<file path="src/rtl/qpc_pkg.sv">
package qpc_pkg;

    typedef enum logic [1:0] {
        MODE_OFF  = 2'd0,
        MODE_OVS  = 2'd1,
        MODE_EXT  = 2'd2,
        MODE_QUAD = 2'd3
    } qpc_mode_e;

    typedef enum logic [1:0] {
        EV_BOTH = 2'd0,
        EV_UP   = 2'd1,
        EV_DOWN = 2'd2,
        EV_NONE = 2'd3
    } qpc_evsel_e;

    typedef struct packed {
        logic       hyst;
        logic       soft_down;
        logic       dir_pin;
        qpc_evsel_e aux_ev;
        qpc_evsel_e main_ev;
        qpc_mode_e  mode;
    } qpc_ctrl_t;

    localparam int CTRL_W = $bits(qpc_ctrl_t);

    localparam qpc_ctrl_t CTRL_RST = '{
        hyst: 1'b0, soft_down: 1'b0, dir_pin: 1'b1,
        aux_ev: EV_NONE, main_ev: EV_UP, mode: MODE_OFF
    };

    typedef struct packed {
        logic valid;
        logic down;
    } qpc_event_t;

    localparam logic [3:0] A_CTRL = 4'd0;
    localparam logic [3:0] A_CNT  = 4'd1;
    localparam logic [3:0] A_AUX  = 4'd2;
    localparam logic [3:0] A_TOP  = 4'd3;
    localparam logic [3:0] A_TOPB = 4'd4;
    localparam logic [3:0] A_FLAG = 4'd5;
    localparam logic [3:0] A_FSET = 4'd6;
    localparam logic [3:0] A_FCLR = 4'd7;
    localparam logic [3:0] A_IEN  = 4'd8;
    localparam logic [3:0] A_CMD  = 4'd9;

    function automatic logic ev_accepted(qpc_evsel_e sel, logic down);
        case (sel)
            EV_BOTH: ev_accepted = 1'b1;
            EV_UP:   ev_accepted = !down;
            EV_DOWN: ev_accepted = down;
            default: ev_accepted = 1'b0;
        endcase
    endfunction

endpackage

</file>
<file path="src/rtl/qpc_decode.sv">
module qpc_decode import qpc_pkg::*; #(
    parameter int FILT_LEN = 3
) (
    input  logic       clk,
    input  logic       rst,
    input  logic       s0,
    input  logic       s1,
    input  qpc_mode_e  mode,
    input  logic       dir_pin,
    input  logic       soft_down,
    input  logic       hyst,
    output qpc_event_t ev
);

    logic                s0_q, s0_d, s1_q;
    logic [FILT_LEN-1:0] hist;
    logic                filt, filt_d;
    logic                last_dn;
    logic                rise, dir_dn, raw_valid, drop;

    always_ff @(posedge clk) begin
        if (rst) begin
            s0_q    <= 1'b0;
            s0_d    <= 1'b0;
            s1_q    <= 1'b0;
            hist    <= '0;
            filt    <= 1'b0;
            filt_d  <= 1'b0;
            last_dn <= 1'b0;
        end else begin
            s0_q   <= s0;
            s1_q   <= s1;
            s0_d   <= s0_q;
            hist   <= {hist[FILT_LEN-2:0], s0_q};
            if (&hist)
                filt <= 1'b1;
            else if (~|hist)
                filt <= 1'b0;
            filt_d <= filt;
            if (raw_valid)
                last_dn <= dir_dn;
        end
    end

    always_comb begin
        rise      = (mode == MODE_OVS) ? (filt & ~filt_d) : (s0_q & ~s0_d);
        dir_dn    = (mode == MODE_QUAD || dir_pin) ? s1_q : soft_down;
        raw_valid = (mode != MODE_OFF) && rise;
        drop      = hyst && (dir_dn != last_dn);
        ev.valid  = raw_valid && !drop;
        ev.down   = dir_dn;
    end

endmodule

</file>
<file path="src/rtl/qpc_count.sv">
module qpc_count import qpc_pkg::*; #(
    parameter int CNT_W = 16
) (
    input  logic             clk,
    input  logic             rst,
    input  qpc_evsel_e       main_ev,
    input  qpc_evsel_e       aux_ev,
    input  qpc_event_t       ev,
    input  logic             clr,
    input  logic             load,
    input  logic             cnt_we,
    input  logic             top_we,
    input  logic             topb_we,
    input  logic [CNT_W-1:0] wd,
    output logic [CNT_W-1:0] cnt,
    output logic [CNT_W-1:0] aux,
    output logic [CNT_W-1:0] top,
    output logic [CNT_W-1:0] topb,
    output logic             ovf,
    output logic             unf
);

    logic take_main, take_aux, quiet;

    always_comb begin
        take_main = ev.valid && ev_accepted(main_ev, ev.down);
        take_aux  = ev.valid && ev_accepted(aux_ev, ev.down);
        quiet     = !clr && !cnt_we;
        ovf       = quiet && take_main && !ev.down && (cnt == top);
        unf       = quiet && take_main && ev.down && (cnt == '0);
    end

    always_ff @(posedge clk) begin
        if (rst) begin
            cnt  <= '0;
            aux  <= '0;
            top  <= '1;
            topb <= '1;
        end else begin
            if (clr)
                cnt <= '0;
            else if (cnt_we)
                cnt <= wd;
            else if (ovf)
                cnt <= '0;
            else if (unf)
                cnt <= topb;
            else if (take_main)
                cnt <= ev.down ? cnt - 1'b1 : cnt + 1'b1;

            if (clr)
                aux <= '0;
            else if (take_aux)
                aux <= aux + 1'b1;

            if (clr)
                top <= '0;
            else if (top_we)
                top <= wd;
            else if (load || ovf || unf)
                top <= topb;

            if (top_we || topb_we)
                topb <= wd;
        end
    end

endmodule

</file>
<file path="src/rtl/qpc_flags.sv">
module qpc_flags (
    input  logic       clk,
    input  logic       rst,
    input  logic [1:0] hw_set,
    input  logic [1:0] sw_set,
    input  logic [1:0] sw_clr,
    input  logic       en_we,
    input  logic [1:0] en_wd,
    output logic [1:0] pend,
    output logic [1:0] en,
    output logic [1:0] irq
);

    always_ff @(posedge clk) begin
        if (rst) begin
            pend <= '0;
            en   <= '0;
        end else begin
            pend <= (pend & ~sw_clr) | sw_set | hw_set;
            if (en_we)
                en <= en_wd;
        end
    end

    assign irq = pend & en;

endmodule

</file>
<file path="src/rtl/quad_pulse_counter.sv">
module quad_pulse_counter import qpc_pkg::*; #(
    parameter int CNT_W    = 16,
    parameter int DATA_W   = 16,
    parameter int ADDR_W   = 4,
    parameter int FILT_LEN = 3
) (
    input  logic              clk,
    input  logic              rst,
    input  logic              we,
    input  logic [ADDR_W-1:0] waddr,
    input  logic [DATA_W-1:0] wdata,
    input  logic [ADDR_W-1:0] raddr,
    output logic [DATA_W-1:0] rdata,
    input  logic              s0,
    input  logic              s1,
    output logic [1:0]        irq
);

    qpc_ctrl_t        ctrl_q;
    qpc_event_t       ev;
    logic [CNT_W-1:0] cnt, aux, top, topb;
    logic             ovf, unf, clr;
    logic [1:0]       flags, ien, sw_set, sw_clr;

    function automatic logic hit(logic [ADDR_W-1:0] a, logic [3:0] r);
        return (a == ADDR_W'(r));
    endfunction

    always_ff @(posedge clk) begin
        if (rst)
            ctrl_q <= CTRL_RST;
        else if (we && hit(waddr, A_CTRL))
            ctrl_q <= qpc_ctrl_t'(wdata[CTRL_W-1:0]);
    end

    assign clr    = we && hit(waddr, A_CMD) && wdata[0];
    assign sw_set = (we && hit(waddr, A_FSET)) ? wdata[1:0] : 2'b00;
    assign sw_clr = (we && hit(waddr, A_FCLR)) ? wdata[1:0] : 2'b00;

    qpc_decode #(.FILT_LEN(FILT_LEN)) u_dec (
        .clk       (clk),
        .rst       (rst),
        .s0        (s0),
        .s1        (s1),
        .mode      (ctrl_q.mode),
        .dir_pin   (ctrl_q.dir_pin),
        .soft_down (ctrl_q.soft_down),
        .hyst      (ctrl_q.hyst),
        .ev        (ev)
    );

    qpc_count #(.CNT_W(CNT_W)) u_cnt (
        .clk     (clk),
        .rst     (rst),
        .main_ev (ctrl_q.main_ev),
        .aux_ev  (ctrl_q.aux_ev),
        .ev      (ev),
        .clr     (clr),
        .load    (we && hit(waddr, A_CMD) && wdata[1]),
        .cnt_we  (we && hit(waddr, A_CNT)),
        .top_we  (we && hit(waddr, A_TOP)),
        .topb_we (we && hit(waddr, A_TOPB)),
        .wd      (wdata[CNT_W-1:0]),
        .cnt     (cnt),
        .aux     (aux),
        .top     (top),
        .topb    (topb),
        .ovf     (ovf),
        .unf     (unf)
    );

    qpc_flags u_flg (
        .clk    (clk),
        .rst    (rst),
        .hw_set ({unf, ovf}),
        .sw_set (sw_set),
        .sw_clr (sw_clr),
        .en_we  (we && hit(waddr, A_IEN)),
        .en_wd  (wdata[1:0]),
        .pend   (flags),
        .en     (ien),
        .irq    (irq)
    );

    always_comb begin
        rdata = '0;
        if (hit(raddr, A_CTRL))
            rdata[CTRL_W-1:0] = ctrl_q;
        else if (hit(raddr, A_CNT))
            rdata[CNT_W-1:0] = cnt;
        else if (hit(raddr, A_AUX))
            rdata[CNT_W-1:0] = aux;
        else if (hit(raddr, A_TOP))
            rdata[CNT_W-1:0] = top;
        else if (hit(raddr, A_TOPB))
            rdata[CNT_W-1:0] = topb;
        else if (hit(raddr, A_FLAG))
            rdata[1:0] = flags;
        else if (hit(raddr, A_IEN))
            rdata[1:0] = ien;
    end

endmodule

</file>
<file path="config.mk">
export PLATFORM = sky130hd
export DESIGN_NAME = quad_pulse_counter
export DESIGN_NICKNAME = d
export VERILOG_FILES = /design/src/rtl/qpc_pkg.sv /design/src/rtl/qpc_decode.sv /design/src/rtl/qpc_count.sv /design/src/rtl/qpc_flags.sv /design/src/rtl/quad_pulse_counter.sv
export SDC_FILE = /design/constraint.sdc
export NUM_CORES = 1
export LEC_CHECK = 0
export ABC_AREA = 1
export CAP_MARGIN = 20
export CORE_MARGIN = 3
export CORE_UTILIZATION = 40
export CTS_CLUSTER_SIZE = 14
export DETAILED_ROUTE_END_ITERATION = 8
export GPL_TIMING_DRIVEN = 1
export PLACE_DENSITY = 0.67
export SYNTH_ARGS = -nofsm -noshare
export SYNTH_HDL_FRONTEND = slang
export SYNTH_SLANG_ARGS = --single-unit
</file>
<file path="constraint.sdc">
create_clock -name clk -period 2.7 [get_ports clk]
set_clock_uncertainty 0.1 [all_clocks]
set_input_delay 0.405 -clock clk [delete_from_list [all_inputs] [get_ports clk]]
set_output_delay 0.405 -clock clk [all_outputs]
set_load 0.02 [all_outputs]
</file>
* Yosys cells after proc, flatten, opt, wreduce, memory -nomap -nowiden
Index checks and enable logic that the tools add are counted.
Operators by class: add/subtract/negate cells 3, equal/unequal tests 22, muxes and demuxes 25, bitwise logic cells 9, reductions and logical operators 40
Operator list (number):
- $mux W16 | 11
- $add A16 B1 Y16 const B | 2
- $logic_and A1 B1 Y1 | 21
- $eq A4 B3 Y1 const B | 5
- $eq A16 B16 Y1 | 1
- $logic_not A16 Y1 | 1
- $sub A16 B1 Y16 const B | 1
- $mux W14 | 1
- $eq A4 B2 Y1 const B | 3
- $eq A4 B4 Y1 const B | 3
- $mux W2 | 5
- $mux W9 | 1
- $eq A4 B1 Y1 const B | 2
- $logic_not A4 Y1 | 2
- $mux W7 | 1
- $eq A2 B1 Y1 const B | 3
- $eq A2 B2 Y1 const B | 3
- $pmux W1 S3 | 2
- $and A2 B2 Y2 | 2
- $logic_not A1 Y1 | 4
- $logic_not A2 Y1 | 2
- $logic_or A1 B1 Y1 | 4
- $mux W1 | 4
- $or A2 B2 Y2 | 2
- 11 further kinds | 13
Word-level totals: flip-flop bits (word level) 86, input port bits 29, output and inout port bits 18, logic and storage cells 118

* Longest topological paths before layout
Gate-level depths: netlist of run 1.
word-level depth 16, gate-level depth with buffers 18, depth with buffers taken out 18

* Cells and area by module
From an unflattened synthesis of run 1, not the netlist that was laid out.
Unflattened totals: cells, all modules 1010, area, all modules 6128.4 um2
Modules (own cells, without submodules):
- qpc_count | times used 1, cells an instance 746, area an instance 4550.6 um2, seq. area each 1281.2 um2
- quad_pulse_counter | times used 1, cells an instance 193, area an instance 1074.8 um2, seq. area each 180.2 um2
- qpc_decode | times used 1, cells an instance 47, area an instance 342.8 um2, seq. area each 160.2 um2
- qpc_flags | times used 1, cells an instance 24, area an instance 160.2 um2, seq. area each 80.1 um2

* Worst setup path after synthesis of run 1
Ideal clock, no wire load.
path kind input-to-output, start input port raddr[3], end output port rdata[3], arrival time 1.718 ns, required time 2.195 ns, slack 0.477 ns, stages 7, buffers on the path 0, cell sequence nor2_1 > and2_1 > inv_1 > nor2_1 > inv_1 > o221ai_1 > o221ai_1
On the way: cells in the longest elaborated chain, start to end 6, elaborated cells on any way between the ends 10, classes of those cells 4 x eq/ne; 5 x mux; 1 x reduce/logical
RTL lines:
- start, declared | RTL line quad_pulse_counter.sv:12 | input logic [ADDR_W-1:0] raddr,
- $eq A4 B3 Y1 | RTL line quad_pulse_counter.sv:26 | return (a == ADDR_W'(r));
- $mux W14 | RTL line quad_pulse_counter.sv:95 | else if (hit(raddr, A_TOPB))
- $mux W16 | RTL line quad_pulse_counter.sv:93 | else if (hit(raddr, A_TOP))
- $mux W16 | RTL line quad_pulse_counter.sv:91 | else if (hit(raddr, A_AUX))
- $mux W16 | RTL line quad_pulse_counter.sv:89 | else if (hit(raddr, A_CNT))
- $mux W9 (*) | RTL line quad_pulse_counter.sv:87 | if (hit(raddr, A_CTRL))
- end, declared | RTL line quad_pulse_counter.sv:13 | output logic [DATA_W-1:0] rdata,
Mark *: on every way between the ends. The rest lies on a longest branch, timed or not.

* Final worst setup path of run 1
start input port raddr[3], end output port rdata[15]
On the way: cells in the longest elaborated chain, start to end 6, elaborated cells on any way between the ends 10, classes of those cells 4 x eq/ne; 5 x mux; 1 x reduce/logical
RTL lines (RTL line):
- $eq A4 B3 Y1 | quad_pulse_counter.sv:26
- $mux W14 | quad_pulse_counter.sv:95
- $mux W16 | quad_pulse_counter.sv:93
- $mux W16 | quad_pulse_counter.sv:91
- $mux W16 | quad_pulse_counter.sv:89
- $mux W7 (*) | quad_pulse_counter.sv:87
Marked as above.

==> reports/qor_table.md, run 1 <==
| Group | Metric | Value |
|:---|:---|:---|
| global route | Wire length of the first global-routing pass | 27490 microns |
| die | Die W | 123.2 microns |
| die | Total die area | 15170 sq um |
| yosys | Dominant cells by area after synthesis | dfxtp_1 (31%), a21oi_1 (11%), o21ai_0 (8.6%) |
| yosys | Top_reg_cell synth | dfxtp_1 |
| cells and area | Filler Cell Count | 1397 |
| power | Proportion of power drawn by flip-flops and latches | 43.1% |
| cells and area | Area delta synth->final | 20.27% |
| die | Initial core utilization | 41.15% |
| clock network | Number of setup buffers added after CTS | 0 |
| global route | GRT met1 Usage | 30.57% |
| power | Sw Ratio | 26.18% |
| global route | Vias in the first global route | 5455 |
| yosys | Number of different library cells in the post-synthesis netlist | 43 |
| clock network | CTS Root Buffer Type | clkbuf_16 |
| power | Comb pwr share | 14.3% |
| yosys | Total of flip-flops plus latches after synthesis | 85 |
| timing | Hold Vio Cnt, Final | 0 |
| critical path | Arrival @ worst endpoint | 2.10 ns |
| clock network | Number of H-tree branching levels | 3 |
| drt | Number of vias in the routed layout | 5754 |
| timing | Normalized max-slew margin | 63.83% |
| timing | F_max | 384.4 MHz |
| critical path | Most used cell along the critical path | buf_4 |
| critical path | Highest fanout seen on the critical path | 13 |
| critical path | Slowest-stage cell, CP | clkdlybuf4s50_1 |
| clock network | Total clock buffers created by CTS | 9 |
| cells and area | Final instance area | 6606 sq um |
| cells and area | Antenna cells | 0 |
| die | Vertical die dimension | 123.2 microns |
| yosys | Most frequent cell after synthesis | nand2_1 |
| drt | DRC violation count after routing | 0 |
| die | Row cnt | 42 |
| power | Power per cell area | 461.0 nW/um^2 |
| outcome | Run status | completed |
| place | Final weighted congestion of routability-driven global placement | 0.9151 |
| global route | Maximum number of pins on one net before global-route repair | 45 |
| cells and area | Final net count | 935 |
| yosys | Mean post-synth cell area | 6.602 sq um |
| drt | Via count normalized by instance count | 5.378 |
| global route | Initial antenna violation count | 0 |
| critical path | Worst Path Required | 2.19 ns |
| timing | Tcrit/Tclk final | 96.35% |
| power | Internal power component | 0.002248 W |
| die | Area of the placeable core | 13350 sq um |
| drt | Post-route antenna net violation count | 0 |
| drt | Count of routing violations after the opening detailed-route iteration | 545 |
| die | I/O pin count | 47 |
| flow run | Max Cap Violations | 0 |
| drt | Post-Route WL | 16650 microns |
| clock network | Register clock-pin slew on the reported worst setup and hold paths | 0.06 ns |
| power | Power dissipated by switching net loads | 0.0007973 W |
| min path | Tightest Hold Check Type | reg -> reg |
| clock network | Max Root-Sink Buffers | 2 |
| critical path | CP Buf/Inv Count | 4 |
| yosys | Post-synthesis cell type with the largest combined area | dfxtp_1 |
| clock network | Clock latency on the worst-skew pair | 0.34 ns |
| place | Minimum setup slack after placement | -0.2991 ns |
| timing | Setup repair after global routing missed its margin | true |
| timing | Worst Max-Slew Pin Slew | 0.5394 ns |
| place | Number of input and output port buffers inserted | 46 |
| critical path | Series of cell instances along the critical path | clkdlybuf4s50_1, buf_4, nor2_1, nand2_1, buf_4, o21ai_0, a221oi_1, a21oi_1, clkdlybuf4s15_1 |
| place | HPWL after detailed placement | 12810 microns |
| critical path | Startpoint types | input port |
| global route | Busiest layer in global routing | met2 |
| yosys | Fraction of synthesized cell area taken by the top area cell type | 30.98% |
| global route | Total routing usage reported by global routing | 22.82% |
| yosys | Total nets after synthesis | 878 |
| global route | Routing usage on met2 | 37.78% |
| cells and area | Share of layout cells above drive strength 1 | 9.508% |
| place | Placed cell area | 6310 sq um |
| yosys | List of most frequent post-synthesis cells | nand2_1 (124), a21oi_1 (122), inv_1 (116) |
| yosys | Number of enable flip-flop cells after synthesis | 0 |
| yosys | Synthesized instance count | 832 |
| timing | Pins over their slew limit | 0 |
| power | Cell leakage power | 2.869 nW |
| power | Relative contribution of the clock network to total power | 42.5% |
| clock network | Number of sinks driven by the clock tree | 85 |
| yosys | Warnings, synthesis | 0 |
| critical path | Slowest cell delay on critical path | 0.42 ns |
| power | Worst VDD drop | 0.3414 mV |
| timing | Setup Viol. Count Final | 0 |
| yosys | Summed instance area of the synthesized netlist | 5493 sq um |
| critical path | Gate family responsible for the most delay along the worst path | buffers and inverters |
| critical path | Sort of element at the end of the critical path | primary output |
| drt | Detailed-routing iteration count for the pre-antenna-repair pass | 5 |
| timing | Final critical-path required period | 2.601 ns |
| clock network | Clock tree from TritonCTS | built |
| critical path | Kind of critical path | in -> out |
| timing | Final Worst Setup Slack | 0.09855 ns |
| yosys | Share of synthesized flip-flops with an asynchronous set or reset | 0% |
| drt | Routed length per instance | 15.56 microns |
| global route | Met3 track demand over resource | 3.522% |
| global route | GR Overflow Total | 0 |
| yosys | Proportion of synthesized chip area in sequential cells | 30.98% |
## worst paths after layout
check	from	endpoint	slack (ns)	cells after the start
setup / recovery	raddr[3]	rdata[15]	0.1	9
hold / removal	u_dec.s0_q	u_dec.hist[0]	0.33	2
setup reg to reg	ctrl_q[0]	u_cnt.top[15]	0.23	15
hold reg to reg	u_dec.s0_q	u_dec.hist[0]	0.33	2
## per-layer routing
metal,vias to the layer above,part of all wire (%),routed length (microns)
li1,2945,-,-
met1,2581,46,7623
met2,197,46,7717
met3,31,5.6,937
met4,0,2.2,371
met5,-,0,0
## state kept, by name, indices dropped and copies added, names as in the netlist
register       cells
u_dec.filt_d       1
u_flg.en           2
u_dec.filt         1
u_cnt.top         16
u_dec.s1_q         1
ctrl_q             9
u_dec.hist         3
u_flg.pend         2
u_dec.last_dn      1
u_cnt.topb        16
u_cnt.cnt         16
u_cnt.aux         16
u_dec.s0_q         1
## through the flow
step | hold WS [ns] | TNS (ns) | util, % | total power [W] | instances
floorplan | 0.3032 | 0 | - | 0.001595 | 832
global placement | 0.3184 | -3.473 | 47.27 | 0.001782 | 1053
CTS | 0.3285 | 0 | 49.53 | 0.003052 | 1069
global route | 0.3551 | -0.002126 | 49.49 | 0.003164 | 1070
detailed placement | 0.3183 | -3.802 | 47.27 | 0.001785 | 1053
finish | 0.3281 | 0 | 49.49 | 0.003046 | 1070
## cell families after synthesis
family / count (synthesis) / share of synthesized area (%)
fa+ha+maj: 17 / 3.872
xor+xnor: 22 / 3.508
simple gates: 287 / 23.96
compound gates: 275 / 27.33
flops: 85 / 30.98
buf+inv: 146 / 10.34
## cell type report
cell class / instances / area (sq um) / share of cell area, %
tap: 176 / 220.2 / 3.333
multi-input combinational: 601 / 3273 / 49.55
clock inverter: 3 / 42.54 / 0.6439
timing repair buffer: 75 / 655.6 / 9.924
clock buffer: 13 / 270.3 / 4.091
sequential: 85 / 1702 / 25.76
inverter: 117 / 442.9 / 6.705
## placed cells by master (no fill, tap or decap), drive strengths merged, types with 2 or more instances in the layout
cell type / n
ha: 17
nor2: 71
nand3: 46
clkdlybuf4s15: 3
xnor2: 9
a21oi: 123
o221ai: 10
o31ai: 4
xor2: 13
a221oi: 8
a211oi: 2
nor3b: 2
o211ai: 2
inv: 116
a31oi: 2
buf: 29
nand3b: 3
nand4: 14
o21ai: 115
a2111oi: 2
nor4: 4
a21o: 5
nor3: 14
clkdlybuf4s50: 30
dfxtp: 85
clkinvlp: 2
clkbuf: 25
nand2: 131
## worst register-to-register path, cell delays in order, from the launching register on
cell and delay, ns:
dfxtp_1 0.36, nand2_1 0.12, nand2_1 0.12, nand2_2 0.10, nand2_8 0.14, buf_4 0.18, nand2_1 0.07, nand3_2 0.13
nand2_4 0.09, nor2_4 0.15, nand3b_1 0.21, nand3_1 0.16, inv_2 0.05, buf_12 0.16, a21oi_1 0.14, o21ai_1 0.08
## repair_timing
item / in CTS / in global routing
gates cloned: 0 / 1
endpoints found under the setup margin: 16 / 29
resized for setup: 22 / 38
endpoints found under the hold margin: 0 / 0
hold buffers: 0 / 0
## power groups by stage
stage                     Combinational [W]  Clock, W  Sequential [W]
after floorplan                    0.000263         0         0.00133
after global placement             0.000441         0         0.00134
after detailed placement           0.000443         0         0.00134
after CTS                          0.000434   0.00130         0.00131
after global routing               0.000487   0.00136         0.00132
final                              0.000437   0.00129         0.00131
Note: power is estimated with default switching activity, not from simulation.
==> run 2, diff against run 1 <==
SETUP_SLACK_MARGIN = 0.2   (was default)
==> run 2 against run 1 <==
Critical path depth is the same. First-iteration DRC count shrank 9.0%. Worst hold slack is essentially flat. Utilization grew 1.2 points. Die area is the same. Total power grew 0.43%. Flip-flop and latch count is the same. Critical endpoint is now rdata[14]. Largest power group unchanged.
==> reports/qor_table.md, run 2 (synthesis results as in run 1) <==
| Group | Metric | Value | vs previous |
|:---|:---|:---|:---|
| place | Placed cell area | 6310 sq um | unchanged |
| critical path | Gate family responsible for the most delay along the worst path | buffers and inverters |  |
| die | Initial core utilization | 41.15% | unchanged |
| cells and area | Commonest cells after routing, fill and taps aside | nand2_1 (122), a21oi_1 (121), inv_1 (112) |  |
| global route | Maximum number of pins on one net before global-route repair | 45 | unchanged |
| drt | Post-Route WL | 17010 microns | +2.1% |
| global route | Total routing usage reported by global routing | 22.83% | about the same |
| power | Power per cell area | 452.2 nW/um^2 | -1.9% |
| die | Total die area | 15170 sq um | unchanged |
| timing | Final critical-path required period | 2.394 ns | -0.2071 ns |
| critical path | Worst Reg2Reg Path Length in Cells | 13 | -2 |
| clock network | Number of H-tree branching levels | 3 | unchanged |
| clock network | Clock latency on the worst-skew pair | 0.34 ns | about the same |
| critical path | Critical Path Source | raddr[3] |  |
| global route | GR Overflow Total | 0 | unchanged |
| timing | Setup Viol. Count Final | 0 | unchanged |
| drt | Post-route antenna net violation count | 0 | unchanged |
| timing | F_max | 417.7 MHz | +8.7% |
| min path | Instance count along the most critical hold path | 2 | unchanged |
| global route | Met3 track demand over resource | 3.522% | unchanged |
| timing | Setup repair after global routing missed its margin | true |  |
| place | HPWL after detailed placement | 12810 microns | unchanged |
| outcome | Run status | completed |  |
| flow run | Max Cap Violations | 0 | unchanged |
| cells and area | Final instance area | 6764 sq um | +2.4% |
| clock network | CTS Root Buffer Type | clkbuf_16 |  |
| cells and area | Share of layout cells above drive strength 1 | 11.82% | +2.3 points |
| place | Final weighted congestion of routability-driven global placement | 0.9151 | unchanged |
| drt | Count of routing violations after the opening detailed-route iteration | 496 | -9.0% |
| critical path | Arrival @ worst endpoint | 1.89 ns | -0.21 ns |
| global route | Routing usage on met2 | 37.85% | +0.068 points |
| drt | Detailed-routing iteration count for the pre-antenna-repair pass | 5 | unchanged |
| drt | DRC violation count after routing | 0 | unchanged |
| die | Die W | 123.2 microns | unchanged |
| clock network | Register clock-pin slew on the reported worst setup and hold paths | 0.06 ns | about the same |
| critical path | Slowest-stage cell, CP | dlygate4sd2_1 |  |
| cells and area | Area delta synth->final | 23.14% |  |
| cells and area | Antenna cells | 0 | unchanged |
| min path | Beginning of the worst hold path | u_dec.s0_q |  |
| power | Worst VDD drop | 0.3421 mV | +0.20% |
| timing | Hold Vio Cnt, Final | 0 | unchanged |
| clock network | Max Root-Sink Buffers | 2 | unchanged |
| clock network | Total clock buffers created by CTS | 9 | unchanged |
| critical path | Slowest cell delay on critical path | 0.35 ns | -0.07 ns |
| clock network | Number of sinks driven by the clock tree | 85 | unchanged |
| clock network | Clock tree from TritonCTS | built |  |
| drt | Via count normalized by instance count | 5.389 | +0.21% |
| die | I/O pin count | 47 | unchanged |
| critical path | Sort of element at the end of the critical path | primary output |  |
| cells and area | Final net count | 938 | +0.32% |
| cells and area | Filler Cell Count | 1374 | -1.6% |
| critical path | Worst Path Required | 2.19 ns | about the same |
| global route | Initial antenna violation count | 0 | unchanged |
| critical path | Series of cell instances along the critical path | dlygate4sd2_1, buf_4, nor2_1, nand2_1, buf_4, o21ai_0, a221oi_1, a21oi_1, dlygate4sd2_1 |  |
| critical path | CP Buf/Inv Count | 4 | unchanged |
| critical path | Kind of critical path | in -> out |  |
| drt | Routed length per instance | 15.85 microns | +1.9% |
| critical path | Startpoint types | input port |  |
| place | Number of input and output port buffers inserted | 46 | unchanged |
| die | Area of the placeable core | 13350 sq um | unchanged |
| min path | Tightest Hold Check Type | reg -> reg |  |
| critical path | Reg-to-reg startpoint | ctrl_q[6] |  |
| timing | Worst Max-Slew Pin Slew | 0.5398 ns | +0.0004377 ns |
| global route | Wire length of the first global-routing pass | 27480 microns | about the same |
| timing | Normalized max-slew margin | 63.80% | about the same |
| power | Post-layout total power | 0.003059 W | +0.43% |
| timing | Pins over their slew limit | 0 | unchanged |
| timing | Total negative slack for setup checks | 0 ns | unchanged |
| cells and area | Most frequent standard cell in the layout excluding fill and tap cells | nand2_1 |  |
| power | Cell leakage power | 2.914 nW | +1.6% |
| global route | Vias in the first global route | 5461 | +0.11% |
| global route | GRT met1 Usage | 30.55% | about the same |
| critical path | Critical path depth | 9 | unchanged |
| die | Row cnt | 42 | unchanged |
| drt | Number of vias in the routed layout | 5782 | +0.49% |
| timing | Tcrit/Tclk final | 88.68% | -7.7 points |
| critical path | Highest fanout seen on the critical path | 13 | unchanged |
| timing | Worst hold slack | 0.3277 ns | -0.0003540 ns |
| cells and area | Final std cells w/o fill | 1073 | +0.28% |
| die | Vertical die dimension | 123.2 microns | unchanged |
| place | Inst Count DP | 1053 | unchanged |
| global route | Busiest layer in global routing | met2 |  |
## run 2: per-stage QoR
stage	util, %	setup WS (ns)
final	50.67	0.3057
after global routing	50.67	0.1773
after CTS	49.67	0.1945
after detailed placement	47.27	-0.2991
after global placement	47.27	-0.2915
after floorplan	-	0.4772
## run 2: area by class of cell
cell class                      count  area, sq um  share of cell area [%]
Clock buffer                       13        270.3                   3.996
Clock inverter                      3        42.54                  0.6289
Multi-Input combinational cell    602         3388                   50.09
Tap cell                          176        220.2                   3.256
Sequential cell                    85         1704                   25.19
Inverter                          117        442.9                   6.548
Timing Repair Buffer               77        695.7                   10.28
## run 2: worst register-to-register path: stages (launching register included)
cell     delay [ns]
dfxtp_1        0.30
inv_2          0.14
nand2_4        0.08
nand2_4        0.13
nand2_4        0.13
ha_1           0.33
a21oi_1        0.20
o21ai_0        0.18
a21oi_1        0.20
nand2_1        0.08
nand2_1        0.06
nand3_1        0.11
a21oi_2        0.15
nor2_1         0.04
## run 2: power breakdown
part           internal [W]  switching [W]  leakage, nW  total, W
combinational      0.000178       0.000273         2.07  0.000450
clock              0.000791       0.000501        0.152   0.00129
sequential          0.00129      0.0000297        0.691   0.00132
## run 2: worst paths after layout
check             endpoint  slack (ns)
max              rdata[14]        0.31
min reg2reg  u_dec.hist[0]        0.33
max reg2reg  u_cnt.cnt[12]        0.36
min          u_dec.hist[0]        0.33
## run 2: layer usage
| layer | up-vias | share of wire (%) |
|---|---|---|
| li1 | 2950 | - |
| met1 | 2630 | 45 |
| met2 | 172 | 47 |
| met3 | 30 | 4.9 |
| met4 | 0 | 2.3 |
| met5 | - | 0 |
## run 2: what timing repair did
item | 4_1_cts | 5_1_grt
gates cloned | 0 | 1
resized for setup | 74 | 29
endpoints found under the setup margin | 17 | 38
hold buffers | 0 | 0
pin swaps | 3 | 5
setup buffers | 1 | 2
==> run 3, diff against run 2 <==
CAP_MARGIN = default   (was 20)
==> results of run 3 <==
Final layout, timing and power as in run 2 (identical DEF).
